`src/rtl/callret_pkg.sv`:
```
// Shared constants and types for the call/return monitor.
// Assumes the base 32-bit encoding with x1 and x5 acting as link registers.
package callret_pkg;

    typedef enum logic [1:0] {
        TRACE_CALL = 2'd0,
        TRACE_JUMP = 2'd1,
        TRACE_ALL  = 2'd2
    } trace_lvl_e;

    typedef struct packed {
        logic push;
        logic pop;
    } xfer_cls_t;

    localparam logic [6:0] OPC_JUMP_REG = 7'h67;
    localparam logic [6:0] OPC_JUMP_IMM = 7'h6F;
    localparam logic [1:0] CQ_QUAD2     = 2'b10;
    localparam logic [2:0] CQ_FUNC_CALL = 3'b100;
    localparam logic [4:0] LINK_PRI     = 5'd1;
    localparam logic [4:0] LINK_ALT     = 5'd5;

    function automatic logic is_link(input logic [4:0] r);
        return (r == LINK_PRI) || (r == LINK_ALT);
    endfunction

endpackage

```
`src/rtl/rtr_classify.sv`:
```
// Sorts one instruction word into push / pop / both / none.
// Purely combinational; assumes compressed forms sit in bits 15:0.
module rtr_classify
    import callret_pkg::*;
(
    input  logic [31:0] instr,
    output xfer_cls_t   cls
);

    logic [4:0] rd_f;
    logic [4:0] rs1_f;
    logic       rd_lnk;
    logic       rs_lnk;
    logic       unused_bits;

    assign rd_f        = instr[11:7];
    assign rs1_f       = instr[19:15];
    assign rd_lnk      = is_link(rd_f);
    assign rs_lnk      = is_link(rs1_f);
    assign unused_bits = ^{instr[31:20], instr[12]};

    // Decode the link hints per opcode family.
    always_comb begin
        cls = '0;
        if (instr[6:0] == OPC_JUMP_REG) begin
            if (!rd_lnk && rs_lnk) begin
                cls.pop = 1'b1;
            end else if (rd_lnk && !rs_lnk) begin
                cls.push = 1'b1;
            end else if (rd_lnk && rs_lnk) begin
                cls.push = 1'b1;
                cls.pop  = (rd_f != rs1_f);
            end
        end else if (instr[6:0] == OPC_JUMP_IMM) begin
            cls.push = rd_lnk;
        end else if (instr[1:0] == CQ_QUAD2 && instr[15:13] == CQ_FUNC_CALL) begin
            cls.push = rd_lnk;
        end
    end

endmodule

```
`src/rtl/rtr_stack.sv`:
```
// Circular return-address stack. A pop then a push may happen in one cycle.
// A push into a full stack overwrites the oldest entry and reports ovf.
// Assumes DEPTH >= 2; contents are not reset, only pointer and count.
module rtr_stack #(
    parameter  int XLEN  = 32,
    parameter  int DEPTH = 16,
    localparam int PTR_W = $clog2(DEPTH),
    localparam int CNT_W = $clog2(DEPTH + 1)
) (
    input  logic             clk,
    input  logic             rst_n,
    input  logic             push,
    input  logic             pop,
    input  logic [XLEN-1:0]  din,
    output logic [XLEN-1:0]  dout,
    output logic [CNT_W-1:0] count,
    output logic             ovf
);

    localparam logic [PTR_W-1:0] PTR_LAST = PTR_W'(DEPTH - 1);
    localparam logic [CNT_W-1:0] CNT_FULL = CNT_W'(DEPTH);

    logic [XLEN-1:0]  mem [DEPTH];
    logic [PTR_W-1:0] top;
    logic [PTR_W-1:0] ptr_mid;
    logic [PTR_W-1:0] ptr_nxt;
    logic [CNT_W-1:0] cnt_mid;
    logic [CNT_W-1:0] cnt_nxt;
    logic             do_pop;
    logic             full_mid;

    function automatic logic [PTR_W-1:0] ptr_inc(input logic [PTR_W-1:0] p);
        return (p == PTR_LAST) ? '0 : p + 1'b1;
    endfunction

    function automatic logic [PTR_W-1:0] ptr_dec(input logic [PTR_W-1:0] p);
        return (p == '0) ? PTR_LAST : p - 1'b1;
    endfunction

    assign dout = mem[top];

    // Pop first, then push onto the result.
    always_comb begin
        do_pop   = pop && (count != '0);
        cnt_mid  = do_pop ? count - 1'b1 : count;
        ptr_mid  = do_pop ? ptr_dec(top) : top;
        full_mid = (cnt_mid == CNT_FULL);
        ptr_nxt  = push ? ptr_inc(ptr_mid) : ptr_mid;
        cnt_nxt  = (push && !full_mid) ? cnt_mid + 1'b1 : cnt_mid;
        ovf      = push && full_mid;
    end

    // Pointer and occupancy state.
    always_ff @(posedge clk) begin
        if (!rst_n) begin
            top   <= '0;
            count <= '0;
        end else begin
            top   <= ptr_nxt;
            count <= cnt_nxt;
        end
    end

    // Entry storage, written at the new top on a push.
    always_ff @(posedge clk) begin
        if (push) begin
            mem[ptr_nxt] <= din;
        end
    end

endmodule

```
`src/rtl/rtr_watch.sv`:
```
// Compares one address against every enabled watch slot.
// Combinational; slot i occupies bits i*XLEN +: XLEN of watch_addr.
module rtr_watch #(
    parameter int XLEN = 32,
    parameter int NW   = 4
) (
    input  logic [NW*XLEN-1:0] watch_addr,
    input  logic [NW-1:0]      watch_en,
    input  logic               valid,
    input  logic [XLEN-1:0]    addr,
    output logic [NW-1:0]      hit
);

    for (genvar i = 0; i < NW; i++) begin : g_slot
        // One comparator per watch slot.
        always_comb begin
            hit[i] = valid && watch_en[i] && (watch_addr[i*XLEN +: XLEN] == addr);
        end
    end

endmodule

```
`src/rtl/callret_monitor.sv`:
```
// Call/return tracking monitor for a retired-instruction stream.
// The class of the previous valid retirement decides what the current one
// does: its PC is pushed on a call, the stack is popped on a return.
// Assumes at most one retirement per cycle; synchronous active-low reset.
module callret_monitor
    import callret_pkg::*;
#(
    parameter  int XLEN        = 32,
    parameter  int STACK_DEPTH = 16,
    parameter  int NUM_WATCH   = 4,
    parameter  int DEPTH_W     = 8,
    localparam int CNT_W       = $clog2(STACK_DEPTH + 1)
) (
    input  logic                      clk,
    input  logic                      rst_n,
    input  logic                      ret_valid,
    input  logic [XLEN-1:0]           ret_pc,
    input  logic [31:0]               ret_instr,
    input  logic                      lvl_we,
    input  logic [1:0]                lvl_wdata,
    input  logic                      ovf_clr,
    input  logic [NUM_WATCH*XLEN-1:0] watch_addr,
    input  logic [NUM_WATCH-1:0]      watch_en,
    output logic                      call_evt,
    output logic [XLEN-1:0]           call_addr,
    output logic                      ret_evt,
    output logic [XLEN-1:0]           ret_addr,
    output logic                      ret_unknown,
    output logic [NUM_WATCH-1:0]      entry_hit,
    output logic [NUM_WATCH-1:0]      exit_hit,
    output logic [DEPTH_W-1:0]        frame_depth,
    output logic [CNT_W-1:0]          stack_count,
    output logic                      overflow,
    output logic [1:0]                trace_level
);

    localparam logic [DEPTH_W-1:0] DEPTH_MAX = {DEPTH_W{1'b1}};

    xfer_cls_t          cur_cls;
    xfer_cls_t          prev_cls;
    logic               do_push;
    logic               do_pop;
    logic               stk_empty;
    logic [XLEN-1:0]    stk_top;
    logic [XLEN-1:0]    exit_addr;
    logic               stk_ovf;
    logic [NUM_WATCH-1:0] ent_match;
    logic [NUM_WATCH-1:0] ext_match;
    logic [DEPTH_W-1:0] depth_mid;
    logic [DEPTH_W-1:0] depth_nxt;
    trace_lvl_e         lvl_q;

    rtr_classify u_cls (
        .instr (ret_instr),
        .cls   (cur_cls)
    );

    assign do_push   = ret_valid && prev_cls.push;
    assign do_pop    = ret_valid && prev_cls.pop;
    assign stk_empty = (stack_count == '0);
    assign exit_addr = stk_empty ? ret_pc : stk_top;

    rtr_stack #(
        .XLEN  (XLEN),
        .DEPTH (STACK_DEPTH)
    ) u_stack (
        .clk   (clk),
        .rst_n (rst_n),
        .push  (do_push),
        .pop   (do_pop),
        .din   (ret_pc),
        .dout  (stk_top),
        .count (stack_count),
        .ovf   (stk_ovf)
    );

    rtr_watch #(.XLEN(XLEN), .NW(NUM_WATCH)) u_watch_in (
        .watch_addr (watch_addr),
        .watch_en   (watch_en),
        .valid      (do_push),
        .addr       (ret_pc),
        .hit        (ent_match)
    );

    rtr_watch #(.XLEN(XLEN), .NW(NUM_WATCH)) u_watch_out (
        .watch_addr (watch_addr),
        .watch_en   (watch_en),
        .valid      (do_pop),
        .addr       (exit_addr),
        .hit        (ext_match)
    );

    // Next frame depth: decrement with floor, then saturating increment.
    always_comb begin
        depth_mid = (do_pop && frame_depth != '0) ? frame_depth - 1'b1 : frame_depth;
        depth_nxt = (do_push && depth_mid != DEPTH_MAX) ? depth_mid + 1'b1 : depth_mid;
    end

    // Remember the class of the last valid retirement.
    always_ff @(posedge clk) begin
        if (!rst_n) begin
            prev_cls <= '0;
        end else if (ret_valid) begin
            prev_cls <= cur_cls;
        end
    end

    // Registered event outputs and frame depth.
    always_ff @(posedge clk) begin
        if (!rst_n) begin
            call_evt    <= 1'b0;
            call_addr   <= '0;
            ret_evt     <= 1'b0;
            ret_addr    <= '0;
            ret_unknown <= 1'b0;
            entry_hit   <= '0;
            exit_hit    <= '0;
            frame_depth <= '0;
        end else begin
            call_evt    <= do_push;
            call_addr   <= do_push ? ret_pc : '0;
            ret_evt     <= do_pop;
            ret_addr    <= do_pop ? exit_addr : '0;
            ret_unknown <= do_pop && stk_empty;
            entry_hit   <= ent_match;
            exit_hit    <= ext_match;
            frame_depth <= depth_nxt;
        end
    end

    // Sticky overflow flag; a new overflow wins over the clear.
    always_ff @(posedge clk) begin
        if (!rst_n) begin
            overflow <= 1'b0;
        end else if (stk_ovf) begin
            overflow <= 1'b1;
        end else if (ovf_clr) begin
            overflow <= 1'b0;
        end
    end

    // Trace-level register; the unused code 3 is refused.
    always_ff @(posedge clk) begin
        if (!rst_n) begin
            lvl_q <= TRACE_CALL;
        end else if (lvl_we && lvl_wdata != 2'd3) begin
            lvl_q <= trace_lvl_e'(lvl_wdata);
        end
    end

    assign trace_level = lvl_q;

endmodule

```
`config.mk`:
```
export PLATFORM = sky130hd
export DESIGN_NAME = callret_monitor
export DESIGN_NICKNAME = d
export VERILOG_FILES = /design/src/rtl/callret_pkg.sv /design/src/rtl/rtr_classify.sv /design/src/rtl/rtr_stack.sv /design/src/rtl/rtr_watch.sv /design/src/rtl/callret_monitor.sv
export SDC_FILE = /design/constraint.sdc
export NUM_CORES = 1
export LEC_CHECK = 0
export ABC_AREA = 1
export BUFFER_PORTS_ARGS = -buffer_cell sky130_fd_sc_hd__buf_4
export CAP_MARGIN = 20
export CORE_MARGIN = 2
export CORE_UTILIZATION = 35
export DETAILED_ROUTE_END_ITERATION = 10
export HOLD_SLACK_MARGIN = 0.12
export MAX_ROUTING_LAYER = met4
export PLACE_DENSITY_LB_ADDON = 0.15
export SETUP_SLACK_MARGIN = 0.05
export SYNTH_ARGS = -nofsm -noshare
export SYNTH_HDL_FRONTEND = slang
export SYNTH_HIERARCHICAL = 1
export SYNTH_SLANG_ARGS = --single-unit
```
`constraint.sdc`:
```
create_clock -name clk -period 8.42 [get_ports clk]
set_clock_uncertainty 0.2 [all_clocks]
set_input_delay 1.263 -clock clk [delete_from_list [all_inputs] [get_ports clk]]
set_output_delay 1.263 -clock clk [all_outputs]
set_load 0.02 [all_outputs]
```
# Word level (Yosys, flattened, before mapping)
# Memories as Yosys holds them, arrays and structs flattened. A register that Yosys moved wholly into a read port is not among the register bits.
# Index checks and enable logic that the tools add are counted.
dict set report word_totals {
  mem_bits_rw 512
  ff_bits 97
  n_memories 1
  inputBits 203
}
# name depth word_bits read_ports rd_clocked_by_memory_dff wr line_no
set memory_table {}
lappend memory_table {u_stack.mem 16 32 1 1 1 rtr_stack.sv:23} ;# logic [XLEN-1:0] mem [DEPTH];
dict set report op_classes {
  n_addsub 6
  muxes 23
  n_eq_ne 21
  n_reduce_logical 41
}
# op n
set ops {}
lappend ops {{$eq 32x32->1} 8}
lappend ops {{$mux 32} 1}
lappend ops {{$logic_and 1x1->1} 29}
lappend ops {{$mux 4} 5}
lappend ops {{$mux 8} 2}
lappend ops {{$eq 7x7->1 const B} 2}
lappend ops {{$mux 1} 12}
lappend ops {{$eq 5x1->1 const B} 2}
lappend ops {{$eq 5x3->1 const B} 2}
lappend ops {{$mux 5} 2}
lappend ops {{$add 8x1->8 const B} 1}
lappend ops {{$ne 8x8->1 const B} 1}
lappend ops {{$reduce_bool 8->1} 1}
lappend ops {{$sub 8x1->8 const B} 1}
lappend ops {{$add 5x1->5 const B} 1}
lappend ops {{$eq 5x5->1 const B} 1}
lappend ops {{$logic_not 5->1} 1}
lappend ops {{$ne 5x5->1} 1}
lappend ops {{$reduce_bool 5->1} 1}
lappend ops {{$sub 5x1->5 const B} 1}
lappend ops {{$add 4x1->4 const B} 1}
lappend ops {{$eq 4x4->1 const B} 1}
lappend ops {{$logic_not 4->1} 1}
lappend ops {{$reduce_and 2->1} 2}
lappend ops {{other kinds (8)} 11}

# Longest topological paths before layout
# Gate-level depths: netlist (run 1).
dict set report logic_depth {
  word_depth 7
  ltp_mapped 23
  mapped_depth_nobuf 20
}

# By module
# Netlist (run 1), hierarchy kept.
# mod n_inst area_per_inst_um2 cells_each seq_area_each_um2
set modules_own_cells {}
lappend modules_own_cells {rtr_stack 1 20165.6 1401 15554.9}
lappend modules_own_cells {rtr_watch 2 2155.8 506 0.0}
lappend modules_own_cells {callret_monitor 1 3647.2 476 1761.7}
lappend modules_own_cells {rtr_classify 1 138.9 30 0.0}

# Worst setup path before layout (run 1)
# No wires, ideal clock.
dict set report synth_path {
  path_type {input port to flip-flop}
  from {input ret_valid}
  to {memory u_stack.mem[13][0] (enable)}
  slack_ns 3.886
  t_required_ns 7.798
  setup_time_ns 0.422
  arrival_ns 3.913
  path_buffers 0
  path_stages 12
  path_cell_list {nand2_1 inv_1 inv_1 a21oi_4 nand2_1 nand3_4 nor2_8 nand2_4 nand2_8 nor2_4 inv_2 nor2_1}
}
dict set report synth_via {
  elab_chain_cells 6
  elab_cells_between_ends 10
}
# item line_no
set synth_lines {}
lappend synth_lines {{start, declared} callret_monitor.sv:16} ;# input logic ret_valid,
lappend synth_lines {{$logic_and 1x1->1 *} callret_monitor.sv:59} ;# assign do_pop = ret_valid && prev_cls.pop;
lappend synth_lines {{named net do_pop} callret_monitor.sv:42} ;# logic do_pop;
lappend synth_lines {{$logic_and 1x1->1 *} rtr_stack.sv:44} ;# do_pop = pop && (count != '0);
lappend synth_lines {{$mux 4 *} rtr_stack.sv:46} ;# ptr_mid = do_pop ? ptr_dec(top) : top;
lappend synth_lines {{$add 4x1->4 or $eq 4x4->1 (tied branches)} rtr_stack.sv:33} ;# return (p == PTR_LAST) ? '0 : p + 1'b1;
lappend synth_lines {{$mux 4} rtr_stack.sv:33}
lappend synth_lines {{$mux 4 *} rtr_stack.sv:48} ;# ptr_nxt = push ? ptr_inc(ptr_mid) : ptr_mid;
lappend synth_lines {{end, declared} rtr_stack.sv:23}
# Mark *: on every way through the listed nets, which the timed path passes. The rest lies on a longest branch.

==> impl_metrics.yaml, run 1 <==
yosys:
  ys_ff_latch: 609
  ys.flop_type: "edfxtp_1"
  yosysTopAreaCellShare: 0.544
  synth-edff-count: 512
  seq_area_frac_synth: 0.613
  syn_area_um2: 28300
  synth.area.top_cells: "edfxtp_1 (54%), nand2_1 (11%), dfxtp_1 (6.9%)"
  synthTopCellsByCount: "nand2_1 (824), edfxtp_1 (512), inv_1 (283)"
  synth_most_common_cell: "nand2_1"
  yosys.area.top_type: "edfxtp_1"
  syn_area_per_cell_um2: 9.68
  syn_inst: 2919
  ys_types: 44
  yosys_warnings: 6
  syn_nets: 3130
  async_flop_share: 0
routing:
  via_per_inst: 5.21
  drtAntennaViolNets: 0
  firstDrtPassIters: 5
  drt-initial-drc-count: 1895
  drc: 0
  routed_wl_um: 106000
  wl_per_cell_um: 24.6
  routed-via-count: 22500
critical_path:
  path_buf_inv: 5
  crit_path_end_kind: "register"
  worst_ep_required_time_ns: 8.78
  cp.depth: 20
  crit_type: "reg -> reg"
  worst_path_largest_cell_delay_ns: 0.78
  startpoint: "u_stack/top[0]"
  cp_max_fo: 59
  cp_cell_sequence: "inv_4, nand2_4, buf_12, o221ai_1, a21oi_1, o21ai_0, nand2_1, or2_2, inv_1, a21oi_1, inv_2, nand2_1, nand2_1, nor2_1, nand2_1, nor2_1, nand3_1, nor2_1, nand2_1, inv_1"
  r2r_setup_slack_ns: 3.27
  critPathSlowestCell: "a21oi_1"
  worst_ep_arrival_time_ns: 5.51
  worstSetupStartpointType: "register"
  critical_path.top_delay_family: "simple AND/OR/NAND/NOR gates"
  cpMostUsedCell: "nand2_1"
  crit_end: "exit_hit[3]"
  reg2reg_to: "exit_hit[3]"
  r2r-start: "u_stack/top[0]"
  ff2ff_path_depth: 20
final_layout:
  drive_above_1_share: 0.181
  area_delta_synth_final_pct: 19.7
  nets: 3404
  fill_cells: 7716
  final_util: 0.421
outcome:
  status: "finished, final reports clean"
clock_tree:
  cts_sinks: 609
  cts_resized: 0
  htree_levels: 3
  clock_path_buffers: 3
  cts_root_buf: "clkbuf_16"
  clkTransAtPathRegs_ns: 0.06
  cts_made_buffers: 67
  holdBufCountCts: 0
  cts_tree: "yes"
  worstSkewPairLatency_ns: 0.61
  cts_setup_buffers: 0
grt:
  antenna_found_initial: 10
  grt_max_degree: 99
  grt_pass1_wl_um: 150000
  grt_pass1_vias: 22000
  track_usage: 0.261
  overflow: 0
sta:
  setup_violations: 0
  drv_slew: 0
  fin_setup_tns_ns: 0
  period_minus_slack_ns: 5.15
  fin_ws_ns: 3.27
  tightest_slew_ns: 1.15
  fmax_ghz: 0.194
  grt_setup_unrepaired: "false"
  post-route-period-util: 0.612
  timing.final.hold_violations: 0
  relSlewSlack: 0.234
power:
  power_density_nw_per_um2: 209
  totalPowerFinal_w: 0.00707
  leakage_nw: 13.9
  ir_worst_vdd_mv: 0.140
placement:
  port_buffers: 280
  place.gp.congestion: 0.985
  dpl.hpwl_um: 69900
  place_ws_ns: 3.38
floorplan:
  die_h_um: 288
  start_util: 0.352
  core.rowCount: 104
  core_um2: 80300
  dieArea_um2: 83000
  die_w_um: 288
  ios: 294
min_path:
  hold_depth: 2
  min_path_type: "reg -> reg"
job:
  drv.max_cap_violation_count: 0
## registers in the layout (all words and copies together), names as in the netlist
register and flops:
call_addr 32, call_evt 1, entry_hit 4, exit_hit 4
frame_depth 8, overflow 1, prev_cls 2, ret_addr 32
ret_evt 1, ret_unknown 1, trace_level 2, u_stack/count 5
u_stack/mem 512, u_stack/top 4
## metrics by stage
stage / hold slack (ns) / cells / area [µm²]
floorplan: 0.263 / 2919 / 28300
global placement: 0.286 / 4184 / 31600
detailed placement: 0.296 / 4184 / 31600
CTS: 0.312 / 4304 / 33800
global route: 0.349 / 4312 / 33800
finish: 0.315 / 4312 / 33800
## worst min path at each step
stage | start | slack, ns | end
final | overflow | 0.31 | overflow
after global routing | prev_cls[1] | 0.35 | prev_cls[1]
after floorplan | prev_cls[1] | 0.26 | prev_cls[1]
after detailed placement | prev_cls[1] | 0.30 | prev_cls[1]
after global placement | prev_cls[1] | 0.29 | prev_cls[1]
after CTS | prev_cls[1] | 0.31 | prev_cls[1]
## logic make-up after synthesis
family	count (synthesis)	share of synthesized area
AND/OR/NAND/NOR	1218	0.178
flip-flops	609	0.613
AO/OA/AOI/OAI	543	0.117
buffers and inverters	463	0.0640
XOR/XNOR	78	0.0247
adder cells (fa/ha/maj)	8	0.00354
## layout by cell type, fill, tap and decap left out, types with 13 or more instances in the layout
cell type	n
xnor2_1	56
nand3_1	74
nand2_1	822
edfxtp_1	512
inv_1	275
clkbuf_16	68
nor2_1	211
o21ai_1	31
clkinv_1	13
inv_2	63
xor2_1	20
dfxtp_1	93
o221ai_1	96
or2_2	32
nor2_4	14
a211oi_1	34
o22ai_1	32
buf_4	319
o21ai_0	79
a21oi_1	242
clkbuf_1	13
o211ai_1	25
## layer usage
layer,vias to the layer above,share of wire,track usage
li1,10400,-,-
met2,932,0.47,0.416
met1,11000,0.43,0.339
met4,0,0.029,0.0804
met5,-,0,-
met3,138,0.069,0.0448
## power breakdown
group	switching [W]	internal (W)	leakage (nW)
Clock	0.00121	0.00171	1.08
Sequential	0.0000106	0.00328	5.39
Combinational	0.000598	0.000257	7.41
## worst reg2reg max path: stages (launching register included)
cell      delay (ns)
dfxtp_4         0.64
inv_4           0.34
nand2_4         0.69
buf_12          0.38
o221ai_1        0.18
a21oi_1         0.15
o21ai_0         0.10
nand2_1         0.25
or2_2           0.16
inv_1           0.05
a21oi_1         0.78
inv_2           0.09
nand2_1         0.16
nand2_1         0.07
nor2_1          0.10
nand2_1         0.06
nor2_1          0.29
nand3_1         0.17
nor2_1          0.12
nand2_1         0.06
inv_1           0.06
## cell type report
cell class	count	area, µm²	share of cell area
Clock buffer	88	1840	0.0544
Antenna cell	8	20.0	0.000592
Inverter	347	1310	0.0386
Tap cell	1060	1330	0.0392
Sequential cell	609	17300	0.512
Timing Repair Buffer	321	2430	0.0720
Multi-Input combinational cell	1847	9220	0.273
Clock inverter	32	360	0.0107
Note: power is estimated with default switching activity, not from simulation.
==> inputs of run 2 (changes only) <==
Settings changed: ABC_AREA 1 to 0.
Clock period 8.42 ns to 4.65 ns, I/O delays scaled along.
==> run 2 against run 1 <==
First-iteration DRC count is 15% lower. Worst hold slack worse by 0.13 ns. Register-to-register slack worse by 3.1 ns. Sequential cell count stayed put. Cell area is 3.2% lower. Count of clock-buffer cells in the layout is 11 higher. Non-clock buffer count is 39 higher. Combinational power is 23% lower. Die area is 6.7% lower. Critical path type unchanged. Critical endpoint is now exit_hit[0].
==> impl_metrics.yaml, run 2 <==
final_layout:
  drive_above_1_share: 0.360
  layout_common_cells: "edfxtp_1 (512), buf_4 (336), xor2_1 (202)"
  largest_reg_flops: 512
  area_delta_synth_final_pct: 24.3
  largestRegisters: "u_stack/mem: 512 flops, call_addr: 32 flops, ret_addr: 32 flops"
  final_common_cell: "edfxtp_1"
  nets: 2099
  regMostFlops: "u_stack/mem"
sta:
  drv_slew: 0
  timing.final.hold_violations: 0
  fmax_ghz: 0.223
  relSlewSlack: 0.316
  fin_ws_ns: 0.159
  grt_setup_unrepaired: "false"
  period_minus_slack_ns: 4.49
  setup_violations: 0
  post-route-period-util: 0.966
  tightest_slew_ns: 1.02
critical_path:
  worst_path_largest_cell_delay_ns: 0.80
  cp_cell_sequence: "buf_12, mux4_2, mux4_2, mux2_2, xor2_1, nor4_2, buf_4, nand4_1, buf_4, nor4_1, buf_4, and2_1"
  crit_type: "reg -> reg"
  crit_path_end_kind: "register"
  cp_max_fo: 36
  cpMostUsedCell: "buf_4"
  worst_ep_required_time_ns: 4.98
  critPathSlowestCell: "dfxtp_4"
  worst_ep_arrival_time_ns: 4.82
  worstSetupStartpointType: "register"
clock_tree:
  cts_root_buf: "clkbuf_16"
  cts_made_buffers: 70
  worstSkewPairLatency_ns: 0.61
  clock_path_buffers: 3
  cts_tree: "yes"
  cts_sinks: 609
  clkTransAtPathRegs_ns: 0.06
  htree_levels: 3
power:
  totalPowerFinal_w: 0.0121
  leakage_nw: 11.3
  ir_worst_vdd_mv: 0.223
  power_density_nw_per_um2: 370
grt:
  grt_pass1_wl_um: 126000
  overflow: 0
  grt_max_degree: 40
  grt_pass1_vias: 16300
  track_usage: 0.241
  antenna_found_initial: 4
routing:
  firstDrtPassIters: 5
  routed_wl_um: 90900
  via_per_inst: 5.56
  drt-initial-drc-count: 1604
  routed-via-count: 16200
  drc: 0
  wl_per_cell_um: 31.2
  drtAntennaViolNets: 0
yosys:
  ys.flop_type: "edfxtp_1"
  syn_area_um2: 26300
  yosysTopAreaCellShare: 0.584
  ys_ff_latch: 609
  seq_area_frac_synth: 0.657
  syn_inst: 1515
  synth.area.top_cells: "edfxtp_1 (58%), mux4_2 (14%), dfxtp_1 (7.4%)"
  async_flop_share: 0
  yosys_warnings: 6
  yosys.area.top_type: "edfxtp_1"
  syn_area_per_cell_um2: 17.4
  syn_nets: 1726
  synth-edff-count: 512
  ys_types: 73
  synthTopCellsByCount: "edfxtp_1 (512), xor2_1 (202), mux4_2 (160)"
  synth_most_common_cell: "edfxtp_1"
floorplan:
  core_um2: 74400
  core.rowCount: 100
  ios: 294
  dieArea_um2: 77500
  die_h_um: 278
  die_w_um: 278
  start_util: 0.354
placement:
  dpl.hpwl_um: 59300
  port_buffers: 280
  place_ws_ns: -0.195
  place.gp.congestion: 0.847
job:
  drv.max_cap_violation_count: 0
min_path:
  min_path_type: "in -> reg"
outcome:
  status: "finished, final reports clean"
[run 2: changes by cell type after synthesis, moves of 63 or more]
cell	before	now
inv_1	283	22
nand2_1	824	30
xor2_1	20	202
nor2_1	220	28
o221ai_1	96	1
a21oi_1	242	16
inv_2	63	0
mux4_2	0	160
o21ai_0	79	12
[run 2: cells by family (layout without fill, tap and decap cells)]
kind of cell	Yosys count	after routing	synth area share
DFF	609	609	0.657
and+or+nand+nor	294	294	0.0678
xor gates and xnor gates	262	262	0.0871
muxes	204	204	0.155
buffers and inverters	83	513	0.0136
AOI/OAI and AO/OA	55	55	0.0152
adders and majority gates	8	8	0.00380
other	0	1	0
[run 2: path summary, 6_finish.rpt]
check / from / end / slack [ns] / cells past startpoint
hold reg to reg: overflow / overflow / 0.29 / 2
setup / recovery: u_stack/top[1] / exit_hit[0] / 0.16 / 12
setup reg to reg: u_stack/top[1] / exit_hit[0] / 0.16 / 12
hold / removal: lvl_wdata[0] / trace_level[0] / 0.18 / 3
[run 2: power breakdown]
group / switching, W / internal (W) / total, W
Combinational: 0.000410 / 0.000249 / 0.000658
Clock: 0.00220 / 0.00336 / 0.00556
Sequential: 0.000000562 / 0.00591 / 0.00591
[run 2: cell type report]
| cell class | instances | area [µm²] |
|---|---|---|
| Clock buffer | 99 | 2010 |
| Tap cell | 969 | 1210 |
| Sequential cell | 609 | 17300 |
| Clock inverter | 30 | 315 |
| Timing Repair Buffer | 360 | 2980 |
| Inverter | 24 | 90.1 |
| Fill cell | 6567 | 41700 |
| Antenna cell | 1 | 2.50 |
| Multi-Input combinational cell | 823 | 8820 |
[run 2: per-layer routing]
| layer | global-route usage | wire length, µm |
|---|---|---|
| met5 | - | 0 |
| met3 | 0.0385 | 6850 |
| met1 | 0.337 | 39900 |
| met4 | 0.0624 | 1970 |
| met2 | 0.368 | 42200 |
[run 2: what timing repair did]
item,CTS,global route
setup buffers,5,0
endpoints found under the hold margin,1,0
setup endpoints to repair,1,0
hold buffers,1,0
gates resized for setup,1,0
[run 2: critical path, delay by kind of cell, from the launching register on]
family / cells / cell delay (ns)
XOR/XNOR: 1 / 0.22
buffers and inverters: 4 / 0.88
flip-flops: 1 / 0.80
multiplexers: 3 / 1.22
AND/OR/NAND/NOR: 4 / 1.04
[run 2: per-stage QoR]
step | util | instances | area [µm²] | hold slack (ns) | TNS [ns]
2_1_floorplan | - | 1515 | 26400 | 0.275 | -91.32
3_3_place_gp | 0.408 | 2778 | 30400 | 0.281 | -0.183
3_5_place_dp | 0.408 | 2778 | 30400 | 0.287 | -0.195
4_1_cts | 0.440 | 2913 | 32700 | 0.158 | 0
5_1_grt | 0.440 | 2914 | 32800 | 0.207 | 0
6_report | 0.440 | 2915 | 32800 | 0.182 | 0
